$ cat src/rtl/mmc_pkg.sv
package mmc_pkg;
  typedef enum logic [1:0] {
    MODE_STEPDIR = 2'd0,
    MODE_QUAD    = 2'd1,
    MODE_PULSE   = 2'd2,
    MODE_IDLE    = 2'd3
  } chanMode_e;

  // Per-cycle commands from control to datapath
  typedef struct packed {
    logic inc;
    logic dec;
    logic clr;
    logic capA;
    logic capB;
    logic errSet;
    logic errClr;
  } dpStrobe_t;
endpackage

$ cat src/rtl/mmc_sync.sv
module mmc_sync #(
  parameter int WIDTH = 3
) (
  input  logic             clk,
  input  logic             rstN,
  input  logic [WIDTH-1:0] asyncIn,
  output logic [WIDTH-1:0] syncOut
);
  logic [WIDTH-1:0] stage1;

  always_ff @(posedge clk) begin
    if (!rstN) begin
      stage1  <= '0;
      syncOut <= '0;
    end else begin
      stage1  <= asyncIn;
      syncOut <= stage1;
    end
  end
endmodule

$ cat src/rtl/mmc_refdiv.sv
module mmc_refdiv #(
  parameter int BASE_DIV    = 2,
  parameter int SLOW_FACTOR = 4
) (
  input  logic clk,
  input  logic rstN,
  input  logic slow,
  output logic tick
);
  localparam int MAX_DIV = BASE_DIV * SLOW_FACTOR;
  localparam int DW      = (MAX_DIV > 1) ? $clog2(MAX_DIV + 1) : 1;

  logic [DW-1:0] divCnt;
  logic [DW-1:0] limit;

  assign limit = slow ? DW'(MAX_DIV - 1) : DW'(BASE_DIV - 1);
  assign tick  = (divCnt == limit);

  always_ff @(posedge clk) begin
    if (!rstN)                divCnt <= '0;
    else if (divCnt >= limit) divCnt <= '0;
    else                      divCnt <= divCnt + 1'b1;
  end

  // A tick restarts the divide window
  assert_tick_restart_R6: assert property (@(posedge clk) disable iff (!rstN)
    tick |=> divCnt == '0);
endmodule

$ cat src/rtl/mmc_ctrl.sv
module mmc_ctrl
  import mmc_pkg::*;
#(
  parameter int REF_DIV     = 2,
  parameter int SLOW_FACTOR = 4,
  parameter bit HAS_LATCH_B = 1'b1
) (
  input  logic       clk,
  input  logic       rstN,
  input  logic       enable,
  input  logic [1:0] modeSel,
  input  logic       extLatchSel,
  input  logic       slowRef,
  input  logic       swClear,
  input  logic       swLatch,
  input  logic       inA,
  input  logic       inB,
  input  logic       inCl,
  output dpStrobe_t  strobe
);
  chanMode_e  mode;
  logic [2:0] syncIn;
  logic [2:0] prevIn;
  logic       refTick;
  logic       aNow, bNow, clNow, aOld, bOld, clOld;
  logic       aEdge, bEdge, clRise, clFall;

  assign mode = chanMode_e'(modeSel);

  mmc_sync #(.WIDTH(3)) u_sync (
    .clk     (clk),
    .rstN    (rstN),
    .asyncIn ({inCl, inB, inA}),
    .syncOut (syncIn)
  );

  mmc_refdiv #(.BASE_DIV(REF_DIV), .SLOW_FACTOR(SLOW_FACTOR)) u_refdiv (
    .clk  (clk),
    .rstN (rstN),
    .slow (slowRef),
    .tick (refTick)
  );

  always_ff @(posedge clk) begin
    if (!rstN) prevIn <= '0;
    else       prevIn <= syncIn;
  end

  assign {clNow, bNow, aNow} = syncIn;
  assign {clOld, bOld, aOld} = prevIn;
  assign aEdge  = aNow ^ aOld;
  assign bEdge  = bNow ^ bOld;
  assign clRise = clNow & ~clOld;
  assign clFall = ~clNow & clOld;

  always_comb begin
    strobe        = '0;
    strobe.clr    = swClear;
    strobe.errClr = swClear;
    strobe.capA   = swLatch;
    case (mode)
      MODE_STEPDIR: begin
        if (aNow && !aOld) begin
          strobe.inc = enable & bNow;
          strobe.dec = enable & ~bNow;
        end
        if (clRise) begin
          if (extLatchSel) strobe.capA = 1'b1;
          else             strobe.clr  = 1'b1;
        end
      end
      MODE_QUAD: begin
        if (aEdge && bEdge) begin
          strobe.errSet = 1'b1;
        end else if (aEdge || bEdge) begin
          // A leading B counts up
          strobe.inc = enable & (aNow ^ bOld);
          strobe.dec = enable & ~(aNow ^ bOld);
        end
        if (clRise) begin
          if (extLatchSel) strobe.capA = 1'b1;
          else             strobe.clr  = 1'b1;
        end
      end
      MODE_PULSE: begin
        strobe.inc = enable & refTick;
        if (clRise) strobe.capA = 1'b1;
        strobe.capB = HAS_LATCH_B & clFall;
      end
      default: ;
    endcase
  end

  assert_one_direction_R3: assert property (@(posedge clk) disable iff (!rstN)
    !(strobe.inc && strobe.dec));

  assert_pulse_no_ext_clear_R7: assert property (@(posedge clk) disable iff (!rstN)
    (mode == MODE_PULSE && !swClear) |-> !strobe.clr && !strobe.dec);

  assert_disabled_no_step_R9: assert property (@(posedge clk) disable iff (!rstN)
    !enable |-> !strobe.inc && !strobe.dec);
endmodule

$ cat src/rtl/mmc_dp.sv
module mmc_dp
  import mmc_pkg::*;
#(
  parameter int CNT_W       = 32,
  parameter bit HAS_LATCH_B = 1'b1
) (
  input  logic             clk,
  input  logic             rstN,
  input  dpStrobe_t        strobe,
  output logic [CNT_W-1:0] count,
  output logic [CNT_W-1:0] latchA,
  output logic [CNT_W-1:0] latchB,
  output logic             quadErr
);
  always_ff @(posedge clk) begin
    if (!rstN)           count <= '0;
    else if (strobe.clr) count <= '0;
    else if (strobe.inc) count <= count + 1'b1;
    else if (strobe.dec) count <= count - 1'b1;
  end

  always_ff @(posedge clk) begin
    if (!rstN)            latchA <= '0;
    else if (strobe.capA) latchA <= count;
  end

  always_ff @(posedge clk) begin
    if (!rstN)              quadErr <= 1'b0;
    else if (strobe.errClr) quadErr <= 1'b0;
    else if (strobe.errSet) quadErr <= 1'b1;
  end

  generate
    if (HAS_LATCH_B) begin : g_latchB
      always_ff @(posedge clk) begin
        if (!rstN)            latchB <= '0;
        else if (strobe.capB) latchB <= count;
      end
    end else begin : g_noLatchB
      assign latchB = '0;
    end
  endgenerate

  assert_clear_R8: assert property (@(posedge clk) disable iff (!rstN)
    strobe.clr |=> count == '0);

  assert_step_up_R10: assert property (@(posedge clk) disable iff (!rstN)
    (strobe.inc && !strobe.clr) |=> count == $past(count) + CNT_W'(1));

  assert_step_down_R10: assert property (@(posedge clk) disable iff (!rstN)
    (strobe.dec && !strobe.clr && !strobe.inc) |=> count == $past(count) - CNT_W'(1));

  assert_hold_R9: assert property (@(posedge clk) disable iff (!rstN)
    (!strobe.inc && !strobe.dec && !strobe.clr) |=> $stable(count));

  assert_capture_old_R11: assert property (@(posedge clk) disable iff (!rstN)
    strobe.capA |=> latchA == $past(count));

  assert_err_sticky_R4: assert property (@(posedge clk) disable iff (!rstN)
    (quadErr && !strobe.errClr) |=> quadErr);
endmodule

$ cat src/rtl/mmc_channel.sv
module mmc_channel
  import mmc_pkg::*;
#(
  parameter int CNT_W       = 32,
  parameter int REF_DIV     = 2,
  parameter int SLOW_FACTOR = 4,
  parameter bit HAS_LATCH_B = 1'b1
) (
  input  logic             clk,
  input  logic             rstN,
  input  logic             enable,
  input  logic [1:0]       modeSel,
  input  logic             extLatchSel,
  input  logic             slowRef,
  input  logic             swClear,
  input  logic             swLatch,
  input  logic             inA,
  input  logic             inB,
  input  logic             inCl,
  output logic [CNT_W-1:0] count,
  output logic [CNT_W-1:0] latchA,
  output logic [CNT_W-1:0] latchB,
  output logic             quadErr
);
  dpStrobe_t strobe;

  mmc_ctrl #(
    .REF_DIV     (REF_DIV),
    .SLOW_FACTOR (SLOW_FACTOR),
    .HAS_LATCH_B (HAS_LATCH_B)
  ) u_ctrl (
    .clk         (clk),
    .rstN        (rstN),
    .enable      (enable),
    .modeSel     (modeSel),
    .extLatchSel (extLatchSel),
    .slowRef     (slowRef),
    .swClear     (swClear),
    .swLatch     (swLatch),
    .inA         (inA),
    .inB         (inB),
    .inCl        (inCl),
    .strobe      (strobe)
  );

  mmc_dp #(
    .CNT_W       (CNT_W),
    .HAS_LATCH_B (HAS_LATCH_B)
  ) u_dp (
    .clk     (clk),
    .rstN    (rstN),
    .strobe  (strobe),
    .count   (count),
    .latchA  (latchA),
    .latchB  (latchB),
    .quadErr (quadErr)
  );
endmodule

$ cat config.mk
export PLATFORM = sky130hd
export DESIGN_NAME = mmc_channel
export DESIGN_NICKNAME = d
export VERILOG_FILES = /design/src/rtl/mmc_pkg.sv /design/src/rtl/mmc_sync.sv /design/src/rtl/mmc_refdiv.sv /design/src/rtl/mmc_ctrl.sv /design/src/rtl/mmc_dp.sv /design/src/rtl/mmc_channel.sv
export SDC_FILE = /design/constraint.sdc
export NUM_CORES = 1
export LEC_CHECK = 0
export BUFFER_PORTS_ARGS = -buffer_cell sky130_fd_sc_hd__buf_2
export CORE_MARGIN = 8
export CORE_UTILIZATION = 51
export CTS_CLUSTER_DIAMETER = 100
export DETAILED_ROUTE_END_ITERATION = 8
export MAX_ROUTING_LAYER = met4
export PLACE_DENSITY = 0.84
export SLEW_MARGIN = 20
export SYNTH_ARGS = -nofsm -noshare
export SYNTH_HDL_FRONTEND = slang
export SYNTH_HIERARCHICAL = 1
export SYNTH_SLANG_ARGS = --single-unit
$ cat constraint.sdc
create_clock -name clk -period 4.4 [get_ports clk]
set_input_delay 0.88 -clock clk [delete_from_list [all_inputs] [get_ports clk]]
set_output_delay 0.88 -clock clk [all_outputs]
set_load 0.05 [all_outputs]
==> implementation parameters, run 1 <==
Parameter                              Value

Clock tree
  CTS HTree Levels ... 3
  Later-pin clock latency in the skew report ... 0.36 ns
  Clock tree root buffer cell ... sky130_fd_sc_hd__clkbuf_16
  Total clock sinks ... 110
  Clock-pin slew reported for the worst setup and hold paths after clock tree synthesis ... 0.07 ns
  Number of buffers inserted for hold repair after clock tree synthesis ... 0
  CTS tree ... yes
  Post-CTS setup repair buffer count ... 0
  Clock Path Buffers ... 2
  Number of CTS-inserted buffers ... 9
  Quantity of gates resized following cts ... 0

Floorplan
  Starting Density ... 51.6%
  Die area ... 0.0151 mm²
  Die Span Y ... 123 µm
  Standard-cell row count ... 39
  Die outline width ... 123 µm
  Count of pins on the block boundary ... 109
  Total core area ... 0.0113 mm²

Cells and area
  Most common cell after layout, fill and taps aside ... sky130_fd_sc_hd__dfxtp_1
  Ratio of cells with drive above 1 in the final layout ... 21.4%
  Final net count ... 799
  Final standard cell area without fillers ... slightly below 0.007 mm²
  Antenna diode instance count ... 0
  Final core utilization ... 61.1%
  Commonest cells after routing, fill and taps aside ... 110 x sky130_fd_sc_hd__dfxtp_1, 108 x sky130_fd_sc_hd__buf_2, 74 x sky130_fd_sc_hd__nor2b_1
  Area delta synth->final ... 18.3%

Global route
  Global-route usage over all layers ... 19.5%
  Antenna violations before repair ... 0
  Maximum number of pins on one net before global-route repair ... 71
  Number of global-route vias before repair ... 4914
  Wire length of the first global-routing pass ... ~23 mm
  GR Overflow Total ... 0

Critical path
  Critical path class ... in -> reg
  Bufs and invs on worst path ... 3
  Arrival time of the worst setup path ... 4.39 ns
  Maximum cell stage delay along the critical path ... 0.42 ns
  Maximum fanout along the worst path ... 20
  Slowest stage cell, crit path ... sky130_fd_sc_hd__ha_1
  Cell type group with the largest total delay on the critical path ... compound AO/OA/AOI/OAI gates
  Ordered list of cells on the worst path ... buf_2 -> inv_1 -> ha_1 -> and4b_1 -> a21oi_1 -> o32ai_2 -> inv_2 -> ha_1 -> a21o_1 -> a21oi_1 -> o211ai_1 -> a31o_1 -> a221o_1 -> o2111ai_1 -> and4_1 -> o21ai_0 -> nor3b_2
  Required time of the worst setup path ... approximately 4.6 ns
  Setup crit end kind ... flop
  Sort of element at the start of the critical path ... input pin

Synth
  Simple-gate portion of the synthesized area ... 22.2%
  Share of the synthesized area in compound gates (AO/OA/AOI/OAI) ... 13.7%
  Synth Net Count ... 690
  Top_reg_cell synth ... sky130_fd_sc_hd__dfxtp_1
  Share of the synthesized netlist area taken by xor and xnor gates ... 4.20%
  Count of synthesis-stage warnings from yosys ... 6
  Adder-Cell Fraction of Synth Area ... 7.62%
  Post-synthesis mux area share ... 11.5%
  Cell area after synthesis ... 0.00585 mm²
  Count of flip-flops with a built-in enable after synthesis ... 0
  Proportion of synthesized flip-flops having asynchronous set or reset ... 0%
  Average cell area after synthesis ... between 9 and 10 µm²
  Largest family of logic cells by synthesized area ... simple AND/OR/NAND/NOR gates
  Sequential-to-total area share from yosys stat ... a little under two fifths
  Post-synthesis sequential element count ... 110
  Instance count of the mapped netlist ... 643
  Yosys cell types ... 60

Timing
  Clk_skew ... around 0.0061 ns
  Worst slew margin relative to its limit ... 28.9%
  Max Transition Viols Final ... 0
  Highest attainable clock frequency ... approximately 240 MHz
  Final period utilization ... 94.2%
  Worst-Margin Slew ... 1.07 ns
  Final hold viol count ... 0
  Clock period minus worst slack ... 4.15 ns
  Total setup violations reported at the end of the flow ... 0
  Setup repair after global routing missed its margin ... false

Placement
  Total cell area at the placement stage ... 0.00662 mm²
  Detail Placement HPWL ... roughly 11 mm
  Final Wtd Congestion ... just under 0.9
  Count of buffers inserted at the top-level ports ... 108

Pwr
  Leakage ... 3.20 nW
  Ratio of total power to cell area ... 332 mW/mm²
  Highest ir drop seen on vdd ... 230 µV
  Tot Pwr ... 0.00230 W

Drt
  Vias ... a little under 5000
  Detailed-route DRC error count ... 0
  DR WL/cell ... 15.6 µm
  Routed vias/inst ... 5.42
  Starting DRT DRC Count ... ~190
  Routed Wire Length ... 14.0 mm
  Count of TritonRoute iterations in the first routing pass ... 4
  Antenna viol nets, final ... 0

Worst hold path
  Path class of the lowest-slack min-delay path ... reg -> reg

Status
  Result of the run ... finished clean

Flow run
  Total of max-cap violations ... 0
-- path summary, 6_finish.rpt --
kind	to	cells past startpoint	from	slack, ns
max	u_dp/count[31]	17	slowRef	0.25
max reg2reg	u_dp/count[31]	15	u_ctrl/u_sync/syncOut[0]	0.48
min	u_ctrl/u_sync/syncOut[1]	1	u_ctrl/u_sync/stage1[1]	0.43
min reg2reg	u_ctrl/u_sync/syncOut[1]	1	u_ctrl/u_sync/stage1[1]	0.43
-- final cells by class --
cell class,instances,area (µm²)
fillers,1014,4400
multi-input cells,487,3480
flip-flops and latches,110,2200
repair buffers,129,698
clock buffers,9,225
well taps,143,179
clock inverters,7,75.1
inverters,15,56.3
-- metal layers --
layer / track usage [%] / up-vias / part of all wire [%]
li1: - / 2482 / -
met5: - / - / 0
met4: 6.17 / 0 / 1.5
met1: 22.9 / 2296 / 46
met2: 32.9 / 83 / 48
met3: 4.02 / 15 / 4.4
-- through the flow --
step | setup WS, ns | TNS (ns) | hold slack (ns) | instances
CTS | 0.291 | 0 | 0.434 | 900
global placement | 0.0547 | 0 | 0.422 | 884
global route | 0.0353 | 0 | 0.453 | 900
finish | 0.254 | 0 | 0.430 | 900
floorplan | 0.147 | 0 | 0.406 | 643
detailed placement | -0.0861 | -0.145 | 0.417 | 884
-- synthesized netlist by cell type, types with 3 or more instances --
cell type | number | area [µm²]
sky130_fd_sc_hd__o21a_1 | 4 | 30.0
sky130_fd_sc_hd__inv_1 | 15 | 56.3
sky130_fd_sc_hd__a221oi_2 | 3 | 45.0
sky130_fd_sc_hd__mux2i_1 | 67 | 671
sky130_fd_sc_hd__nor4b_1 | 3 | 26.3
sky130_fd_sc_hd__buf_1 | 7 | 26.3
sky130_fd_sc_hd__a211oi_1 | 4 | 30.0
sky130_fd_sc_hd__ha_1 | 34 | 425
sky130_fd_sc_hd__a41oi_1 | 3 | 26.3
sky130_fd_sc_hd__a31oi_1 | 4 | 25.0
sky130_fd_sc_hd__nand4_1 | 5 | 31.3
sky130_fd_sc_hd__a21o_1 | 19 | 143
sky130_fd_sc_hd__nand3_1 | 17 | 85.1
sky130_fd_sc_hd__nor2b_1 | 74 | 463
sky130_fd_sc_hd__xor2_1 | 13 | 114
sky130_fd_sc_hd__nand2_1 | 58 | 218
sky130_fd_sc_hd__nand2b_1 | 3 | 18.8
sky130_fd_sc_hd__a21oi_1 | 46 | 230
sky130_fd_sc_hd__nor3_1 | 3 | 15.0
sky130_fd_sc_hd__o21ai_1 | 6 | 30.0
sky130_fd_sc_hd__and4_1 | 5 | 43.8
sky130_fd_sc_hd__nor2_1 | 32 | 120
sky130_fd_sc_hd__xnor2_1 | 15 | 131
sky130_fd_sc_hd__and2_1 | 11 | 68.8
sky130_fd_sc_hd__dfxtp_1 | 110 | 2200
sky130_fd_sc_hd__and3_1 | 5 | 31.3
sky130_fd_sc_hd__clkbuf_1 | 20 | 75.1
sky130_fd_sc_hd__o21ai_0 | 16 | 80.1
-- cells by family (layout without fill, tap and decap cells) --
group	after synthesis	in the layout
AND/OR/NAND/NOR	235	235
AO/OA/AOI/OAI	122	122
flip-flops	110	110
multiplexers	67	67
buffers and inverters	46	160
adder cells (fa/ha/maj)	35	35
XOR/XNOR	28	28
-- report_power, final --
group | internal [W] | total [W] | switching (W)
clock network | 0.000442 | 0.000814 | 0.000372
registers | 0.00101 | 0.00103 | 0.0000171
logic | 0.000196 | 0.000454 | 0.000258
total | 0.00165 | 0.00230 | 0.000647
-- registers in the layout, indices dropped and copies added (netlist names) --
register	cells
u_ctrl/prevIn	3
u_ctrl/u_sync/syncOut	3
u_dp/latchA	32
u_ctrl/u_sync/stage1	3
u_ctrl/u_refdiv/divCnt	4
u_dp/latchB	32
u_dp/count	32
u_dp/quadErr	1
-- worst reg2reg max path: cells and delay by family (launching register included) --
family	cells	cell delay (ns)
compound gates	8	1.54
fa+ha+maj	2	0.72
buf+inv	1	0.32
flops	1	0.36
mux	1	0.23
simple gates	3	0.62
(Power assumes the default switching activity.)
==> run 2, diff against run 1 <==
==> constraint.sdc (replaced) <==
create_clock -name clk -period 4.4 [get_ports clk]
set_input_delay 1.1 -clock clk [delete_from_list [all_inputs] [get_ports clk]]
set_output_delay 1.1 -clock clk [all_outputs]
set_load 0.05 [all_outputs]
==> implementation parameters, run 2 (synthesis gave the netlist of run 1 again) <==
Parameter                              Value

Cells and area
  Filler Cells Inserted ... 935 (-7.8%)
  Final net count ... 839 (+5.0%)
  Registers with the most flip-flops ... u_dp/count (32), u_dp/latchA (32), u_dp/latchB (32)
  Area delta synth->final ... 26.2%
  Commonest cells after routing, fill and taps aside ... 110 x sky130_fd_sc_hd__dfxtp_1, 108 x sky130_fd_sc_hd__buf_2, 74 x sky130_fd_sc_hd__nor2b_1
  Antenna diode instance count ... 0 (unchanged)
  Count of placed standard cells in the final layout, fillers left out ... 940 (+4.4%)
  Most common cell after layout, fill and taps aside ... sky130_fd_sc_hd__dfxtp_1
  Ratio of cells with drive above 1 in the final layout ... 27.2% (+5.8 points)
  Final core utilization ... 65.2% (+4.1 points)

Timing
  Highest attainable clock frequency ... 233 MHz (-3.6%)
  Setup repair after global routing missed its margin ... true
  Final period utilization ... 97.7% (+3.5 points)
  Clk_skew ... 0.00528 ns (-0.000823 ns)
  Worst-Margin Slew ... 1.04 ns (-0.0243 ns)
  Final hold viol count ... 0 (unchanged)
  Total setup violations reported at the end of the flow ... 0 (unchanged)
  Clock period minus worst slack ... 4.30 ns (+0.153 ns)
  Fin Setup TNS ... 0 ns (unchanged)
  Max Transition Viols Final ... 0 (unchanged)
  Worst slew margin relative to its limit ... 30.5% (+1.6 points)

Critical path
  Slowest stage cell, crit path ... sky130_fd_sc_hd__ha_1
  Maximum cell stage delay along the critical path ... 0.35 ns (-0.07 ns)
  Cell type group with the largest total delay on the critical path ... compound AO/OA/AOI/OAI gates
  Most prevalent standard cell on the critical path ... sky130_fd_sc_hd__ha_1
  Maximum fanout along the worst path ... 4 (-80%)
  Setup crit end kind ... flop
  Ordered list of cells on the worst path ... buf_2 -> inv_2 -> ha_1 -> and4b_2 -> a21oi_2 -> o32ai_4 -> buf_12 -> clkinv_2 -> ha_1 -> a21oi_1 -> o21ai_0 -> or2_1 -> o21ba_2 -> o21a_1 -> o2111ai_2 -> and4_1 -> o21ai_1 -> nor3b_2
  Bufs and invs on worst path ... 4 (+1)
  Critical path class ... in -> reg
  Sort of element at the start of the critical path ... input pin
  Required time of the worst setup path ... 4.63 ns (about the same)
  Arrival time of the worst setup path ... 4.53 ns (+0.14 ns)

Global route
  Wire length of the first global-routing pass ... 23.3 mm (-0.70%)
  Number of global-route vias before repair ... 5001 (+1.8%)
  Antenna violations before repair ... 0 (unchanged)
  Maximum number of pins on one net before global-route repair ... 77 (+8.5%)
  GR Overflow Total ... 0 (unchanged)
  Global-route usage over all layers ... 19.5% (+0.028 points)

Floorplan
  Die area ... 0.0151 mm² (unchanged)
  Starting Density ... 51.6% (unchanged)
  Count of pins on the block boundary ... 109 (unchanged)
  Total core area ... 0.0113 mm² (unchanged)
  Die outline width ... 123 µm (unchanged)
  Die Span Y ... 123 µm (unchanged)
  Standard-cell row count ... 39 (unchanged)

Clock tree
  Clock-pin slew reported for the worst setup and hold paths after clock tree synthesis ... 0.07 ns (about the same)
  Clock tree root buffer cell ... sky130_fd_sc_hd__clkbuf_16
  Number of CTS-inserted buffers ... 9 (unchanged)
  Total clock sinks ... 110 (unchanged)
  Number of buffers inserted for hold repair after clock tree synthesis ... 0 (unchanged)
  Later-pin clock latency in the skew report ... 0.36 ns (about the same)
  CTS tree ... yes
  CTS HTree Levels ... 3 (unchanged)
  Clock Path Buffers ... 2 (unchanged)

Worst hold path
  Path class of the lowest-slack min-delay path ... reg -> reg

Drt
  Count of TritonRoute iterations in the first routing pass ... 4 (unchanged)
  Starting DRT DRC Count ... 230 (+20%)
  Routed vias/inst ... 5.39 (-0.60%)
  Vias ... 5062 (+3.8%)
  Routed Wire Length ... 14.5 mm (+3.4%)
  DR WL/cell ... 15.5 µm (-0.99%)
  Antenna viol nets, final ... 0 (unchanged)
  Detailed-route DRC error count ... 0 (unchanged)

Pwr
  Ratio of total power to cell area ... 319 mW/mm² (-4.0%)
  Leakage ... 3.42 nW (+6.8%)
  Highest ir drop seen on vdd ... 236 µV (+2.8%)

Placement
  # placed instances ... 918 (+3.8%)
  Count of buffers inserted at the top-level ports ... 108 (unchanged)
  Final Wtd Congestion ... 0.908 (+3.1%)
  Detail Placement HPWL ... 10.6 mm (+0.93%)

Status
  Result of the run ... finished clean

Flow run
  Total of max-cap violations ... 0 (unchanged)
run 2: changes by cell type in the layout (fill, tap and decap cells not counted), sizes merged:
| cell | change |
|---|---|
| inv | -1 |
| bufinv | +2 |
| clkinv | +2 |
| buf | +38 |
| clkbuf | +2 |
| clkinvlp | -3 |
run 2: area by class of cell:
| cell class | instances | area [µm²] | share of cell area (%) |
|---|---|---|---|
| Multi-Input combinational cell | 487 | 3620 | 49.1 |
| Timing Repair Buffer | 167 | 996 | 13.5 |
| Inverter | 15 | 70.1 | 0.950 |
| Clock inverter | 5 | 50.0 | 0.678 |
| Sequential cell | 110 | 2200 | 29.9 |
| Clock buffer | 11 | 233 | 3.15 |
| Timing Repair inverter | 2 | 22.5 | 0.305 |
| Tap cell | 143 | 179 | 2.43 |
run 2: path summary, 6_finish.rpt:
check | to | slack, ns | cells past startpoint | from
min | u_ctrl/u_sync/syncOut[1] | 0.43 | 1 | u_ctrl/u_sync/stage1[1]
max reg2reg | u_dp/count[31] | 0.60 | 16 | u_ctrl/u_sync/syncOut[0]
min reg2reg | u_ctrl/u_sync/syncOut[1] | 0.43 | 1 | u_ctrl/u_sync/stage1[1]
max | u_dp/count[31] | 0.10 | 18 | slowRef
run 2: repair_timing:
item	4_1_cts	5_1_grt
resized for setup	0	25
setup endpoints to repair	0	6
buffers inserted	0	4
run 2: metal layers:
| layer | vias up | track usage (%) | wire [µm] |
|---|---|---|---|
| li1 | 2559 | - | - |
| met5 | - | - | 0 |
| met4 | 0 | 7.37 | 248 |
| met3 | 21 | 3.70 | 741 |
| met2 | 109 | 32.7 | 7040 |
| met1 | 2373 | 22.9 | 6490 |
run 2: metrics by stage:
stage	hold WS [ns]	power [W]	cell area [µm²]	setup WS, ns
2_1_floorplan	0.406	0.00140	5860	-0.0290
3_3_place_gp	0.414	0.00153	6870	-0.105
3_5_place_dp	0.419	0.00154	6870	-0.241
4_1_cts	0.436	0.00233	7160	0.101
5_1_grt	0.454	0.00246	7380	-0.0508
6_report	0.433	0.00235	7380	0.101
run 2: where the power goes:
group	leakage (nW)	switching [W]	internal, W
sequential	0.889	0.0000177	0.00101
combinational	2.39	0.000280	0.000248
clock	0.143	0.000355	0.000438
total	3.42	0.000652	0.00170
run 2: worst reg2reg max path: cells and delay by family, from the launching register on:
kind / cells / cell delay (ns)
buffers and inverters: 2 / 0.37
flip-flops: 1 / 0.36
AND/OR/NAND/NOR: 4 / 0.88
AO/OA/AOI/OAI: 7 / 1.14
adder cells (fa/ha/maj): 2 / 0.65
multiplexers: 1 / 0.27
==> run 3, diff against run 2 <==
Clock period 4.4 ns to 3.46 ns, I/O delays scaled along.
==> implementation parameters, run 3 (synthesis gave the netlist of run 1 again) <==
Parameter                              Value

Status
  Result of the run ... finished, violations left
  Violations in the final reports ... setup timing

Global route
  Wire length of the first global-routing pass ... 26.9 mm (+15%)
  Maximum number of pins on one net before global-route repair ... 77 (unchanged)
  Antenna violations before repair ... 0 (unchanged)
  Global-route usage over all layers ... 22.7% (+3.2 points)
  GR Overflow Total ... 0 (unchanged)
  Number of global-route vias before repair ... 5532 (+11%)

Clock tree
  Total clock sinks ... 110 (unchanged)
  CTS HTree Levels ... 3 (unchanged)
  Clock Path Buffers ... 2 (unchanged)
  Later-pin clock latency in the skew report ... 0.35 ns (about the same)
  Clock-pin slew reported for the worst setup and hold paths after clock tree synthesis ... 0.07 ns (about the same)
  CTS tree ... yes
  Number of CTS-inserted buffers ... 9 (unchanged)
  Clock tree root buffer cell ... sky130_fd_sc_hd__clkbuf_16
  Number of buffers inserted for hold repair after clock tree synthesis ... 0 (unchanged)

Critical path
  Sort of element at the start of the critical path ... input pin
  Launch point of the worst path ... slowRef
  Critical path class ... in -> reg
  Maximum fanout along the worst path ... 5 (+1)
  Required time of the worst setup path ... 3.74 ns (-0.89 ns)
  Origin of the critical flop-to-flop path ... u_ctrl/prevIn[0]
  Arrival time of the worst setup path ... 4.14 ns (-0.39 ns)
  Setup crit end kind ... flop

Drt
  Starting DRT DRC Count ... 304 (+32%)
  Count of TritonRoute iterations in the first routing pass ... 4 (unchanged)
  Routed Wire Length ... 16.8 mm (+16%)
  Antenna viol nets, final ... 0 (unchanged)
  Routed vias/inst ... 5.44 (+1.1%)
  DR WL/cell ... 17.0 µm (+9.9%)
  Vias ... 5390 (+6.5%)
  Detailed-route DRC error count ... 0 (unchanged)

Timing
  Worst-Margin Slew ... 0.787 ns (-0.256 ns)
  Final hold viol count ... 0 (unchanged)
  Highest attainable clock frequency ... 259 MHz
  Final period utilization ... 111%
  Clock period minus worst slack ... 3.86 ns
  Total setup violations reported at the end of the flow ... 21 (+21)
  Worst slew margin relative to its limit ... 47.4% (+17 points)
  Hold Worst Slack ... 0.434 ns (+0.000979 ns)
  Clk_skew ... 0.00793 ns (+0.00265 ns)
  Minimum setup slack in the final design ... -0.397 ns (-0.498 ns)
  Max Transition Viols Final ... 0 (unchanged)
  Setup repair after global routing missed its margin ... true

Cells and area
  Most common cell after layout, fill and taps aside ... sky130_fd_sc_hd__dfxtp_1
  Antenna diode instance count ... 0 (unchanged)
  Registers with the most flip-flops ... u_dp/count (32), u_dp/latchA (32), u_dp/latchB (32)
  Ratio of cells with drive above 1 in the final layout ... 34.8% (+7.6 points)
  Area delta synth->final ... 36.6%
  Commonest cells after routing, fill and taps aside ... 110 x sky130_fd_sc_hd__dfxtp_1, 107 x sky130_fd_sc_hd__buf_2, 107 x sky130_fd_sc_hd__buf_4
  Final net count ... 889 (+6.0%)
  Final standard cell area without fillers ... 0.00799 mm² (+8.2%)

Pwr
  Highest ir drop seen on vdd ... 327 µV (+38%)
  Clk pwr share ... 34.6% (+0.9 points)
  Switch Pwr ... 0.000900 W (+38%)
  Combinational group share of total power ... 24.3% (+1.8 points)
  Sw frac ... 28.2% (+0.44 points)
  Ratio of total power to cell area ... 400 mW/mm² (+25%)
  Tot Pwr ... 0.00319 W (+36%)
  Internal power ... 0.00229 W (+35%)
  Leakage ... 3.72 nW (+8.7%)
  Sequential fraction of design power ... 41.1% (-2.7 points)

Floorplan
  Die outline width ... 123 µm (unchanged)
  Die Span Y ... 123 µm (unchanged)
  Total core area ... 0.0113 mm² (unchanged)
  Starting Density ... 51.6% (unchanged)
  Standard-cell row count ... 39 (unchanged)
  Die area ... 0.0151 mm² (unchanged)
  Count of pins on the block boundary ... 109 (unchanged)

Placement
  Final Wtd Congestion ... 0.903 (-0.53%)
  Detail Placement HPWL ... 11.7 mm (+11%)
  Total cell area at the placement stage ... 0.00741 mm² (+7.8%)
  Count of buffers inserted at the top-level ports ... 108 (unchanged)

Worst hold path
  Worst Hold Launch ... u_ctrl/u_sync/stage1[2]
  Path class of the lowest-slack min-delay path ... reg -> reg

Flow run
  Total of max-cap violations ... 0 (unchanged)
-- run 3: changes by cell type in the layout (fill, tap and decap cells not counted), sizes merged --
cell and delta:
buf +50, clkbuf -1, clkinv -2, clkinvlp +1, inv +2
-- run 3: metrics by stage --
step / util (%) / worst slack, ns / std cells / setup TNS (ns)
after floorplan: - / -0.588 / 643 / -6.83
after global placement: 65.4 / -0.744 / 964 / -14.02
after detailed placement: 65.4 / -0.884 / 964 / -16.68
after CTS: 69.9 / -0.364 / 988 / -2.41
after global routing: 70.5 / -0.538 / 990 / -8.35
final: 70.5 / -0.397 / 990 / -4.69
-- run 3: repair_timing --
action / CTS / global route
buffers inserted: 6 / 2
cloned: 2 / 0
pin swaps: 29 / 7
resized for setup: 23 / 13
endpoints found under the setup margin: 25 / 27
-- run 3: final timing paths --
path | slack (ns) | end | depth (start not counted)
min reg2reg | 0.43 | u_ctrl/u_sync/syncOut[2] | 1
max | -0.40 | u_dp/count[16] | 16
min | 0.43 | u_ctrl/u_sync/syncOut[2] | 1
max reg2reg | -0.26 | u_dp/count[28] | 16
-- run 3: area by class of cell --
class                   instances  area [µm²]
clock buffers                  10         229
clock inverters                 6        86.3
fillers                       856        3340
inverters                      15        82.6
multi-input cells             487        3810
flip-flops and latches        110        2200
well taps                     143         179
repair buffers                217        1390
repair inverters                2        12.5
-- run 3: power by group through the flow --
stage / combinational, W / sequential [W] / clock [W]
floorplan: 0.000428 / 0.00138 / 0
global placement: 0.000675 / 0.00134 / 0
detailed placement: 0.000693 / 0.00134 / 0
CTS: 0.000743 / 0.00131 / 0.00112
global route: 0.000831 / 0.00131 / 0.00118
finish: 0.000775 / 0.00131 / 0.00111
-- run 3: metal layers --
| metal | part of all wire (%) | vias to the layer above | GRT usage (%) |
|---|---|---|---|
| met5 | 0 | - | - |
| met2 | 49 | 162 | 38.3 |
| met4 | 2.4 | 0 | 8.80 |
| met1 | 43 | 2550 | 26.4 |
| li1 | - | 2642 | - |
| met3 | 5.4 | 36 | 4.11 |
-- run 3: critical path, stage by stage --
cell	delay [ns]
sky130_fd_sc_hd__buf_8	0.09
sky130_fd_sc_hd__inv_12	0.03
sky130_fd_sc_hd__ha_4	0.25
sky130_fd_sc_hd__and4b_1	0.24
sky130_fd_sc_hd__a21oi_2	0.09
sky130_fd_sc_hd__o32ai_4	0.26
sky130_fd_sc_hd__bufinv_8	0.26
sky130_fd_sc_hd__ha_1	0.35
sky130_fd_sc_hd__a21o_1	0.23
sky130_fd_sc_hd__a211oi_2	0.33
sky130_fd_sc_hd__nand3_2	0.18
sky130_fd_sc_hd__a31o_1	0.27
sky130_fd_sc_hd__a311oi_2	0.30
sky130_fd_sc_hd__xnor2_1	0.16
sky130_fd_sc_hd__nand2_1	0.07
sky130_fd_sc_hd__a21oi_1	0.16
